--- config.mk ---
export PLATFORM = sky130hd
export DESIGN_NAME = kbd_led_seq
export DESIGN_NICKNAME = d
export VERILOG_FILES = /design/src/rtl/kbd_led_pkg.sv /design/src/rtl/ps2_line_sync.sv /design/src/rtl/ps2_host_tx.sv /design/src/rtl/ps2_dev_rx.sv /design/src/rtl/kbd_led_seq.sv
export SDC_FILE = /design/constraint.sdc
export NUM_CORES = 1
export LEC_CHECK = 0
export ABC_AREA = 1
export ABC_CLOCK_PERIOD_IN_PS = 3300
export BUFFER_PORTS_ARGS = -buffer_cell sky130_fd_sc_hd__buf_2
export CAP_MARGIN = 20
export CORE_AREA = 2 2 121 123
export DETAILED_ROUTE_END_ITERATION = 10
export DIE_AREA = 0 0 123 125
export PLACE_DENSITY = 0.52
export SETUP_SLACK_MARGIN = 0.1
export SYNTH_ARGS = -nofsm -noshare
export SYNTH_HDL_FRONTEND = slang
export SYNTH_SLANG_ARGS = --single-unit
export TNS_END_PERCENT = 50
--- constraint.sdc ---
create_clock -name clk -period 3.3 [get_ports clk]
set_input_delay 0.165 -clock clk [delete_from_list [all_inputs] [get_ports clk]]
set_output_delay 0.165 -clock clk [all_outputs]
set_load 0.02 [all_outputs]
--- src/rtl/kbd_led_pkg.sv ---
package kbd_led_pkg;

  typedef enum logic [1:0] {
    SQ_IDLE,
    SQ_LAUNCH,
    SQ_TX,
    SQ_WAIT
  } seq_st_t;

  typedef enum logic [2:0] {
    TX_IDLE,
    TX_INHIBIT,
    TX_REQ,
    TX_SHIFT
  } tx_st_t;

  localparam logic [7:0] CMD_SET_IND = 8'hED;
  localparam logic [7:0] RSP_ACK     = 8'hFA;
  localparam logic [7:0] RSP_RESEND  = 8'hFE;

  function automatic logic odd_par(input logic [7:0] b);
    return ~(^b);
  endfunction

endpackage

--- src/rtl/ps2_line_sync.sv ---
module ps2_line_sync #(
  parameter int STAGES = 2
) (
  input  logic clk,
  input  logic rst_n,
  input  logic line_clk_i,
  input  logic line_data_i,
  output logic data_s,
  output logic clk_fall
);
  localparam int NLINES = 2;

  logic [NLINES-1:0] raw;
  logic [NLINES-1:0] synced;
  logic              clk_prev_q;

  assign raw = {line_data_i, line_clk_i};

  for (genvar g = 0; g < NLINES; g++) begin : g_line
    logic [STAGES-1:0] sh_q;
    always_ff @(posedge clk or negedge rst_n) begin
      if (!rst_n) sh_q <= '1;
      else        sh_q <= {sh_q[STAGES-2:0], raw[g]};
    end
    assign synced[g] = sh_q[STAGES-1];
  end

  always_ff @(posedge clk or negedge rst_n) begin
    if (!rst_n) clk_prev_q <= 1'b1;
    else        clk_prev_q <= synced[0];
  end

  assign data_s   = synced[1];
  assign clk_fall = clk_prev_q & ~synced[0];

endmodule

--- src/rtl/ps2_host_tx.sv ---
module ps2_host_tx
  import kbd_led_pkg::*;
#(
  parameter int INHIBIT_CYC = 20000
) (
  input  logic       clk,
  input  logic       rst_n,
  input  logic       en,
  input  logic       start,
  input  logic [7:0] byte_i,
  input  logic       clk_fall,
  input  logic       data_s,
  output logic       clk_oe,
  output logic       data_oe,
  output logic       done,
  output logic       ack_ok
);
  localparam int CW = $clog2(INHIBIT_CYC + 1);
  localparam int NB = 10;

  tx_st_t          st_q, st_n;
  logic [CW-1:0]   cnt_q, cnt_n;
  logic [NB-1:0]   sh_q, sh_n;
  logic [3:0]      bitn_q, bitn_n;
  logic            clk_oe_q, clk_oe_n;
  logic            data_oe_q, data_oe_n;
  logic            done_q, done_n;
  logic            ack_q, ack_n;

  always_comb begin
    st_n      = st_q;
    cnt_n     = cnt_q;
    sh_n      = sh_q;
    bitn_n    = bitn_q;
    clk_oe_n  = clk_oe_q;
    data_oe_n = data_oe_q;
    done_n    = 1'b0;
    ack_n     = ack_q;
    if (!en) begin
      st_n      = TX_IDLE;
      clk_oe_n  = 1'b0;
      data_oe_n = 1'b0;
    end else if (start) begin
      st_n      = TX_INHIBIT;
      cnt_n     = '0;
      clk_oe_n  = 1'b1;
      data_oe_n = 1'b0;
      sh_n      = {1'b1, odd_par(byte_i), byte_i};
      bitn_n    = '0;
    end else begin
      case (st_q)
        TX_INHIBIT: begin
          if (cnt_q == CW'(INHIBIT_CYC - 1)) begin
            st_n      = TX_REQ;
            data_oe_n = 1'b1;
          end else begin
            cnt_n = cnt_q + 1'b1;
          end
        end
        TX_REQ: begin
          clk_oe_n = 1'b0;
          st_n     = TX_SHIFT;
        end
        TX_SHIFT: begin
          if (clk_fall) begin
            if (bitn_q != 4'(NB)) begin
              data_oe_n = ~sh_q[0];
              sh_n      = {1'b0, sh_q[NB-1:1]};
              bitn_n    = bitn_q + 1'b1;
            end else begin
              ack_n     = ~data_s;
              done_n    = 1'b1;
              data_oe_n = 1'b0;
              st_n      = TX_IDLE;
            end
          end
        end
        default: begin
          clk_oe_n  = 1'b0;
          data_oe_n = 1'b0;
        end
      endcase
    end
  end

  always_ff @(posedge clk or negedge rst_n) begin
    if (!rst_n) begin
      st_q      <= TX_IDLE;
      cnt_q     <= '0;
      sh_q      <= '0;
      bitn_q    <= '0;
      clk_oe_q  <= 1'b0;
      data_oe_q <= 1'b0;
      done_q    <= 1'b0;
      ack_q     <= 1'b0;
    end else begin
      st_q      <= st_n;
      cnt_q     <= cnt_n;
      sh_q      <= sh_n;
      bitn_q    <= bitn_n;
      clk_oe_q  <= clk_oe_n;
      data_oe_q <= data_oe_n;
      done_q    <= done_n;
      ack_q     <= ack_n;
    end
  end

  assign clk_oe  = clk_oe_q;
  assign data_oe = data_oe_q;
  assign done    = done_q;
  assign ack_ok  = ack_q;

  // Checker: length of the current clock-hold run, kept apart from the FSM counter
  logic [CW:0] chk_run_q;
  always_ff @(posedge clk or negedge rst_n) begin
    if (!rst_n)        chk_run_q <= '0;
    else if (clk_oe_q) chk_run_q <= chk_run_q + 1'b1;
    else               chk_run_q <= '0;
  end

  a_r2_inhibit_before_data: assert property (@(posedge clk) disable iff (!rst_n)
    ($rose(data_oe_q) && clk_oe_q) |-> (chk_run_q >= (CW+1)'(INHIBIT_CYC)));

  a_r3_bits_follow_falls: assert property (@(posedge clk) disable iff (!rst_n)
    (st_q == TX_SHIFT && $past(st_q) == TX_SHIFT && data_oe_q != $past(data_oe_q))
      |-> $past(clk_fall));

endmodule

--- src/rtl/ps2_dev_rx.sv ---
module ps2_dev_rx
  import kbd_led_pkg::*;
(
  input  logic       clk,
  input  logic       rst_n,
  input  logic       en,
  input  logic       clk_fall,
  input  logic       data_s,
  output logic       valid,
  output logic [7:0] byte_o,
  output logic       frame_ok
);
  localparam int NF = 11;

  logic [NF-1:0] sh_q, sh_n;
  logic [3:0]    cnt_q, cnt_n;
  logic          valid_q, valid_n;
  logic          ok_q, ok_n;
  logic [NF-1:0] full;

  assign full = {data_s, sh_q[NF-1:1]};

  always_comb begin
    sh_n    = sh_q;
    cnt_n   = cnt_q;
    valid_n = 1'b0;
    ok_n    = ok_q;
    if (!en) begin
      cnt_n = '0;
    end else if (clk_fall) begin
      sh_n = full;
      if (cnt_q == 4'(NF - 1)) begin
        cnt_n   = '0;
        valid_n = 1'b1;
        ok_n    = ~full[0] & full[NF-1] & (full[9] == odd_par(full[8:1]));
      end else begin
        cnt_n = cnt_q + 1'b1;
      end
    end
  end

  always_ff @(posedge clk or negedge rst_n) begin
    if (!rst_n) begin
      sh_q    <= '0;
      cnt_q   <= '0;
      valid_q <= 1'b0;
      ok_q    <= 1'b0;
    end else begin
      sh_q    <= sh_n;
      cnt_q   <= cnt_n;
      valid_q <= valid_n;
      ok_q    <= ok_n;
    end
  end

  assign valid    = valid_q;
  assign frame_ok = ok_q;
  assign byte_o   = sh_q[8:1];

  a_r10_rx_only_when_listening: assert property (@(posedge clk) disable iff (!rst_n)
    valid |-> $past(en));

endmodule

--- src/rtl/kbd_led_seq.sv ---
module kbd_led_seq
  import kbd_led_pkg::*;
#(
  parameter int INHIBIT_CYC = 20000,
  parameter int TMO_CYC     = 4000000,
  parameter int SYNC_STAGES = 2
) (
  input  logic       clk,
  input  logic       rst_n,
  input  logic       led_req,
  input  logic [2:0] led_bits,
  input  logic       ps2_clk_i,
  input  logic       ps2_data_i,
  output logic       ps2_clk_oe,
  output logic       ps2_data_oe,
  output logic       busy,
  output logic       done,
  output logic       error
);
  localparam int TW = $clog2(TMO_CYC + 1);

  // Reset: asserted asynchronously, released on a clock edge
  logic [1:0] rst_sh_q;
  logic       rs_n;
  always_ff @(posedge clk or negedge rst_n) begin
    if (!rst_n) rst_sh_q <= '0;
    else        rst_sh_q <= {rst_sh_q[0], 1'b1};
  end
  assign rs_n = rst_sh_q[1];

  seq_st_t       st_q, st_n;
  logic          pend_q, pend_n;
  logic [2:0]    pbits_q, pbits_n;
  logic [2:0]    cbits_q, cbits_n;
  logic          phase_q, phase_n;
  logic          retried_q, retried_n;
  logic [TW-1:0] tmr_q, tmr_n;
  logic          done_q, done_n;
  logic          err_q, err_n;

  logic       data_s, clk_fall;
  logic       tx_en, tx_start, tx_done, tx_ack;
  logic       rx_valid, rx_ok;
  logic [7:0] rx_byte, cur_byte;
  logic       tmo_hit, rsp_ack, rsp_resend, fail;

  ps2_line_sync #(.STAGES(SYNC_STAGES)) u_sync (
    .clk(clk), .rst_n(rs_n),
    .line_clk_i(ps2_clk_i), .line_data_i(ps2_data_i),
    .data_s(data_s), .clk_fall(clk_fall)
  );

  assign tx_start = (st_q == SQ_LAUNCH);
  assign tx_en    = (st_q == SQ_LAUNCH) || (st_q == SQ_TX);
  assign cur_byte = phase_q ? {5'b0, cbits_q} : CMD_SET_IND;

  ps2_host_tx #(.INHIBIT_CYC(INHIBIT_CYC)) u_tx (
    .clk(clk), .rst_n(rs_n), .en(tx_en), .start(tx_start), .byte_i(cur_byte),
    .clk_fall(clk_fall), .data_s(data_s),
    .clk_oe(ps2_clk_oe), .data_oe(ps2_data_oe), .done(tx_done), .ack_ok(tx_ack)
  );

  ps2_dev_rx u_rx (
    .clk(clk), .rst_n(rs_n), .en(st_q == SQ_WAIT), .clk_fall(clk_fall),
    .data_s(data_s), .valid(rx_valid), .byte_o(rx_byte), .frame_ok(rx_ok)
  );

  assign tmo_hit    = (tmr_q == TW'(TMO_CYC - 1));
  assign rsp_ack    = rx_valid && rx_ok && (rx_byte == RSP_ACK);
  assign rsp_resend = rx_valid && rx_ok && (rx_byte == RSP_RESEND);

  always_comb begin
    fail = 1'b0;
    case (st_q)
      SQ_TX:   fail = tx_done ? !tx_ack : tmo_hit;
      SQ_WAIT: fail = !rsp_ack && !rsp_resend && tmo_hit;
      default: fail = 1'b0;
    endcase
  end

  always_comb begin
    st_n      = st_q;
    pend_n    = pend_q;
    pbits_n   = pbits_q;
    cbits_n   = cbits_q;
    phase_n   = phase_q;
    retried_n = retried_q;
    tmr_n     = tmr_q;
    done_n    = 1'b0;
    err_n     = 1'b0;

    if (st_q == SQ_IDLE && pend_q) pend_n = 1'b0;
    if (led_req) begin
      pend_n  = 1'b1;
      pbits_n = led_bits;
    end

    case (st_q)
      SQ_IDLE: begin
        if (pend_q) begin
          cbits_n   = pbits_q;
          phase_n   = 1'b0;
          retried_n = 1'b0;
          st_n      = SQ_LAUNCH;
        end
      end
      SQ_LAUNCH: begin
        tmr_n = '0;
        st_n  = SQ_TX;
      end
      SQ_TX: begin
        tmr_n = tmr_q + 1'b1;
        if (tx_done && tx_ack) st_n = SQ_WAIT;
      end
      SQ_WAIT: begin
        tmr_n = tmr_q + 1'b1;
        if (rsp_ack) begin
          if (!phase_q) begin
            phase_n = 1'b1;
            st_n    = SQ_LAUNCH;
          end else begin
            done_n = 1'b1;
            st_n   = SQ_IDLE;
          end
        end else if (rsp_resend) begin
          st_n = SQ_LAUNCH;
        end
      end
      default: st_n = SQ_IDLE;
    endcase

    if (fail) begin
      if (!retried_q) begin
        retried_n = 1'b1;
        phase_n   = 1'b0;
        st_n      = SQ_LAUNCH;
      end else begin
        err_n = 1'b1;
        st_n  = SQ_IDLE;
      end
    end
  end

  always_ff @(posedge clk or negedge rs_n) begin
    if (!rs_n) begin
      st_q      <= SQ_IDLE;
      pend_q    <= 1'b0;
      pbits_q   <= '0;
      cbits_q   <= '0;
      phase_q   <= 1'b0;
      retried_q <= 1'b0;
      tmr_q     <= '0;
      done_q    <= 1'b0;
      err_q     <= 1'b0;
    end else begin
      st_q      <= st_n;
      pend_q    <= pend_n;
      pbits_q   <= pbits_n;
      cbits_q   <= cbits_n;
      phase_q   <= phase_n;
      retried_q <= retried_n;
      tmr_q     <= tmr_n;
      done_q    <= done_n;
      err_q     <= err_n;
    end
  end

  assign busy  = (st_q != SQ_IDLE);
  assign done  = done_q;
  assign error = err_q;

  a_r1_lines_free_when_idle: assert property (@(posedge clk) disable iff (!rs_n)
    (!busy && !$past(busy)) |-> (!ps2_clk_oe && !ps2_data_oe));

  a_r7_done_not_error: assert property (@(posedge clk) disable iff (!rs_n)
    done |-> !error);

  a_r7_done_ends_exchange: assert property (@(posedge clk) disable iff (!rs_n)
    done |-> $past(busy));

  a_r6_error_returns_idle: assert property (@(posedge clk) disable iff (!rs_n)
    error |-> (!busy && $past(busy)));

  a_r8_request_held: assert property (@(posedge clk) disable iff (!rs_n)
    (busy && led_req) |=> pend_q);

endmodule

; ---- Yosys cells after proc, flatten, opt, wreduce, memory -nomap -nowiden
; Cells that the tools add are included.
; W data, S select, Z words.
[totals]
inputBits = 8
ff_bits = 95
wordCells = 161
output_inout_bits = 5
[op_classes]
eq_ne = 24
reduce_logical = 32
n_mux = 65
n_bitwise = 11
addsub = 4
[ops]
columns = operator, n
row1 = $mux W15, 3
row2 = $pmux W22 S2, 1
row3 = $mux W10, 4
row4 = $mux W1, 34
row5 = $mux W4, 7
row6 = $add A22 B1 Y22 const B, 1
row7 = $eq A22 B22 Y1 const B, 1
row8 = $ne A4 B4 Y1 const B, 5
row9 = $eq A8 B8 Y1 const B, 2
row10 = $reduce_xor A8 Y1, 2
row11 = $add A15 B1 Y15 const B, 1
row12 = $eq A15 B15 Y1 const B, 1
row13 = $mux W3, 5
row14 = $reduce_bool A2 Y1, 7
row15 = $reduce_and A3 Y1, 4
row16 = $mux W2, 5
row17 = $ne A3 B3 Y1 const B, 3
row18 = $pmux W3 S3, 1
row19 = $add A4 B1 Y4 const B, 2
row20 = $mux W8, 1
row21 = $not A1 Y1, 8
row22 = $pmux W2 S4, 1
row23 = $reduce_and A4 Y1, 2
row24 = $logic_and A1 B1 Y1, 7
row25 = other kinds (18), 28

; ---- Logic depth before layout (Yosys ltp)
[depth]
depth_word = 8
mapped_depth = 10
ltp_nobuf = 10

; ---- Cells and area by module
; From an unflattened synthesis, not the netlist that was laid out.
[hier_totals]
hier_cells = 750
hier_area_um2 = 5383.9
[by_module_without_submodules]
columns = module, area_per_inst_um2, cells_each, n_inst, seq_area_each_um2
row1 = ps2_host_tx, 2200.9, 324, 1, 875.8
row2 = kbd_led_seq, 2163.3, 308, 1, 925.9
row3 = ps2_dev_rx, 878.3, 111, 1, 400.4
row4 = ps2_line_sync, 141.4, 7, 1, 131.4

; ---- Worst setup path after synthesis
; No wires, ideal clock.
[synth_timing]
path_kind = register to register
startpoint = register st_q[0]
endpoint = register u_tx.sh_q[5]
n_path_buf = 2
required_time_ns = 3.173
setup_time_ns = 0.127
arrival_ns = 1.532
setup_slack_ns = 1.641
stages_incl_launch_ff = 10
period_less_slack_ns = 1.659
path_cell_list = dfrtp_1 > inv_1 > ha_1 > buf_4 > inv_2 > nor3_4 > o21ai_4 > nand2_4 > buf_6 > a31oi_1
[synth_via]
elab_chain_len = 3
elab_cells_between_ends = 8
cone_classes = eq/ne: 2 / mux: 1 / reduce/logical: 5
[synth_lines]
columns = item, line_no
row1 = "start, declared", kbd_led_seq.sv:31  ; seq_st_t st_q, st_n;
row2 = "start signal, assigned", kbd_led_seq.sv:156  ; st_q <= st_n;
row3 = $eq A2 B1 Y1 or $eq A2 B2 Y1 (tied branches), "kbd_led_seq.sv:53, kbd_led_seq.sv:54"
row4 = $reduce_bool A2 Y1 (no line) or $logic_or A1 B1 Y1 (tied branches), -
row5 = $reduce_and A4 Y1 (no line), -
row6 = "end signal, assigned", ps2_host_tx.sv:99  ; sh_q <= sh_n;
row7 = "end, declared", ps2_host_tx.sv:23  ; logic [NB-1:0] sh_q, sh_n;
; Parallel ways exist; a longest one is shown, timed or not.
; A chain may end at the register's enable or synchronous reset.

; ---- Final worst setup path
[layout_timing]
startpoint = register st_q[0]
endpoint = output busy
[layout_via]
elab_chain_len = 1
[layout_lines]
columns = item, line_no
row1 = $reduce_bool A2 Y1, kbd_led_seq.sv:168  ; assign busy = (st_q != SQ_IDLE);
row2 = "end, declared", kbd_led_seq.sv:16  ; output logic busy,
; No other way between the ends.

==> reports/metrics.csv <==
stage;metric;value;unit
sta;Final WS setup;1.076;ns
yosys;synthesized instance count;690;
clock_network;number of CTS-inserted buffers;9;
placed_design;Place WS;1.139;ns
yosys;Mapped Area;5284;um^2
sta;Max Freq;449.6;MHz
floorplan;CORE AREA;14200;um^2
clock_network;Hold Buf Count CTS;3;
clock_network;CTS resizes;0;
yosys;flops & latches, synth;93;
global_route;largest net degree at the start of global routing;55;
placed_design;Cells after DPL;873;
floorplan;IO Pins;13;
cells_and_area;# diodes;0;
yosys;Synth cell types;45;
cells_and_area;area grow syn2layout;9.922;%
cells_and_area;share of layout cells above drive strength 1;11.16;%
floorplan;FP Rows;44;
floorplan;Die Height;125;um
sta;fin crit share;67.40;%
power;Tot Pwr;2.241;mW
global_route;first-pass GRT wire length;19950;um
power;P_leak;2.829;nW
placed_design;DP Wirelength;8132;um
sta;Hold Worst Slack;0.02634;ns
cells_and_area;Final #Nets;724;
floorplan;Die Span X;123;um
route;drt initial violations;220;
floorplan;Starting Density;37.20;%
power;Comb power frac;1.1;%
sta;count of pins over their slew limit;0;
critical_path;Critical Path Source Type;register;
route;Routed WL;11190;um
clock_network;H-tree depth;3;
yosys;ys async rst share;100.0;%
status;status;finished clean;
placed_design;Placer Congestion;0.8529;
cells_and_area;fin cells;892;
critical_path;CP required;3.13;ns
yosys;EDFF count, synth;0;
global_route;number of global-route vias before repair;4350;
power;clock share of power;46.9;%
sta;final setup TNS;0;ns
clock_network;Clock Latency Late Sink;0.35;ns
yosys;syn_area_per_cell;7.658;um^2
critical_path;critical path type;register to output pin;
global_route;gr ovfl total;0;
critical_path;Critical Path Sink Type;output pin;
global_route;initial antenna violation count;0;
sta;Layout Skew;0.01073;ns
clock_network;CTS Buffer Depth;2;
route;post-DR vias/cell;4.899;
clock_network;setup bufs post-CTS;0;
cells_and_area;fill cell count;1478;
sta;Least-Margin Pin Slew;0.7452;ns
critical_path;maximum fanout along the worst path;19;
route;DR vias;4370;
power;sequential power share;52.0;%
clock_network;CTS tree;built;
power;peak supply drop;0.0003101;V
route;WL/cell;12.55;um
sta;RSZ-0062 raised after global routing;false;
power;Int Pwr;1.766;mW
route;Pre-Repair DR Iteration Count;4;
sta;final hold vios;0;
floorplan;die area;15380;um^2
sta;relative slew slack;50.26;%
yosys;register area share after synthesis;44.16;%
critical_path;critical path data arrival time;2.06;ns
clock_network;Worst-path clk slew;0.06;ns
hold_path;Hold WC Path Type;input pin to register;
route;DR DRC count;0;
run;Max Cap Viol;0;
yosys;top_reg_cell synth;dfrtp_1;
yosys;yosys warns;0;
power;Sw Share;21.17;%
sta;# setup viols final;0;
power;Net Switching;0.4744;mW
power;power density over the cells;385.8;nW/um^2
sta;Final min period;2.224;ns
yosys;Mapped Nets;711;
clock_network;Root Driver;clkbuf_16;
global_route;gr usage total;16.06;%
route;DRT antenna net count;0;
clock_network;Sinks on Clock Net;93;
placed_design;IO Port Bufs;12;
state kept, by name, summed over array words and instances (netlist names), 3 cells and up:
name                flops
cbits_q                 3
pbits_q                 3
tmr_q                  22
u_rx.cnt_q              4
u_rx.sh_q              10
u_sync.g_line.sh_q      4
u_tx.bitn_q             4
u_tx.cnt_q             15
u_tx.sh_q              10
final timing paths:
path	from	endpoint	slack (ns)	cells after the start
max	st_q[0]	busy	1.08	4
min in group asynchronous	rst_n	rst_sh_q[1]	0.12	2
min reg2reg	u_sync.g_line[0].sh_q[0]	u_sync.g_line[0].sh_q[1]	0.36	0
max reg2reg	st_q[1]	u_tx.cnt_q[14]	1.11	7
max in group asynchronous	rst_sh_q[1]	tmr_q[14]	2.16	1
min	led_bits[1]	pbits_q[1]	0.03	3
per-layer routing:
layer | vias to the layer above | part of all wire (%) | GRT usage (%) | wire (um)
met5 | - | 0 | 0 | 0
met4 | 0 | 1.8 | 6.484 | 198
met3 | 13 | 2.0 | 2.372 | 226
met2 | 39 | 48 | 26.13 | 5331
met1 | 2076 | 49 | 21.41 | 5436
li1 | 2242 | - | - | -
metrics by stage:
stage	instance area (um^2)	utilization, %
2_1_floorplan	5284	-
3_3_place_gp	5483	38.60
3_5_place_dp	5483	38.60
4_1_cts	5808	40.89
5_1_grt	5808	40.89
6_report	5808	40.89
synth_stat cells (2+ instances only):
| cell | number | area share, % |
|---|---|---|
| inv_2 | 7 | 0.50 |
| nand4_1 | 22 | 2.6 |
| dfstp_2 | 5 | 2.5 |
| o21ai_2 | 10 | 1.7 |
| xor2_1 | 10 | 1.7 |
| o21ai_0 | 40 | 3.8 |
| buf_2 | 3 | 0.28 |
| nor3_2 | 4 | 0.76 |
| clkbuf_1 | 4 | 0.28 |
| a21oi_1 | 9 | 0.85 |
| nand3_1 | 58 | 5.5 |
| ha_1 | 13 | 3.1 |
| a31oi_1 | 3 | 0.36 |
| o221ai_1 | 2 | 0.33 |
| nor3_4 | 2 | 0.62 |
| nor2_2 | 4 | 0.47 |
| nand2_1 | 194 | 14 |
| o21ai_1 | 8 | 0.76 |
| nand3_2 | 3 | 0.57 |
| xnor2_1 | 4 | 0.66 |
| inv_1 | 79 | 5.6 |
| nand2_2 | 4 | 0.47 |
| nor2_1 | 84 | 6.0 |
| dfrtp_1 | 88 | 42 |
| buf_6 | 3 | 0.64 |
| nor3_1 | 5 | 0.47 |
| buf_4 | 4 | 0.57 |
cell families (layout without fill, tap and decap cells):
logic type      Yosys count  count (layout)  synth area share, %
buf+inv                 102             120                8.335
fa+ha+maj                13              13                3.078
compound gates           80              80                9.472
flops                    93              93                44.16
xor+xnor                 14              14                2.320
other cells               1               1              0.07097
simple gates            387             387                32.56
area by class of cell:
class                           count  area (um^2)  share of cell area, %
Clock buffer                       12        246.5                  4.244
Tap cell                          184        230.2                  3.964
Clock inverter                      4        48.80                 0.8402
Multi-Input combinational cell    495         2510                  43.21
Inverter                           86        322.8                  5.558
Sequential cell                    93         2337                  40.24
Timing Repair Buffer               18        112.6                  1.939
power groups by stage:
stage / Combinational (mW) / Sequential (mW) / Clock [mW]
global placement: 0.0234 / 1.19 / 0
detailed placement: 0.0240 / 1.19 / 0
CTS: 0.0268 / 1.17 / 1.07
floorplan: 0.00534 / 1.19 / 0
global route: 0.0302 / 1.17 / 1.12
finish: 0.0254 / 1.16 / 1.05
critical path: stages, from the launching register on:
cell	delay, ns
dfrtp_1	0.41
inv_1	0.13
ha_1	0.65
inv_2	0.28
buf_2	0.24
cell usage in the layout (no fill, tap or decap), types with 9 or more instances in the layout:
cell type,count
buf_2,12
ha_1,13
o21ai_0,40
nand4_1,22
xor2_1,10
clkbuf_16,9
nor2_1,84
a21oi_1,9
nand3_1,58
inv_1,79
dfrtp_1,87
nand2_1,194
o21ai_2,10
Power figures use the tool's default switching activity.
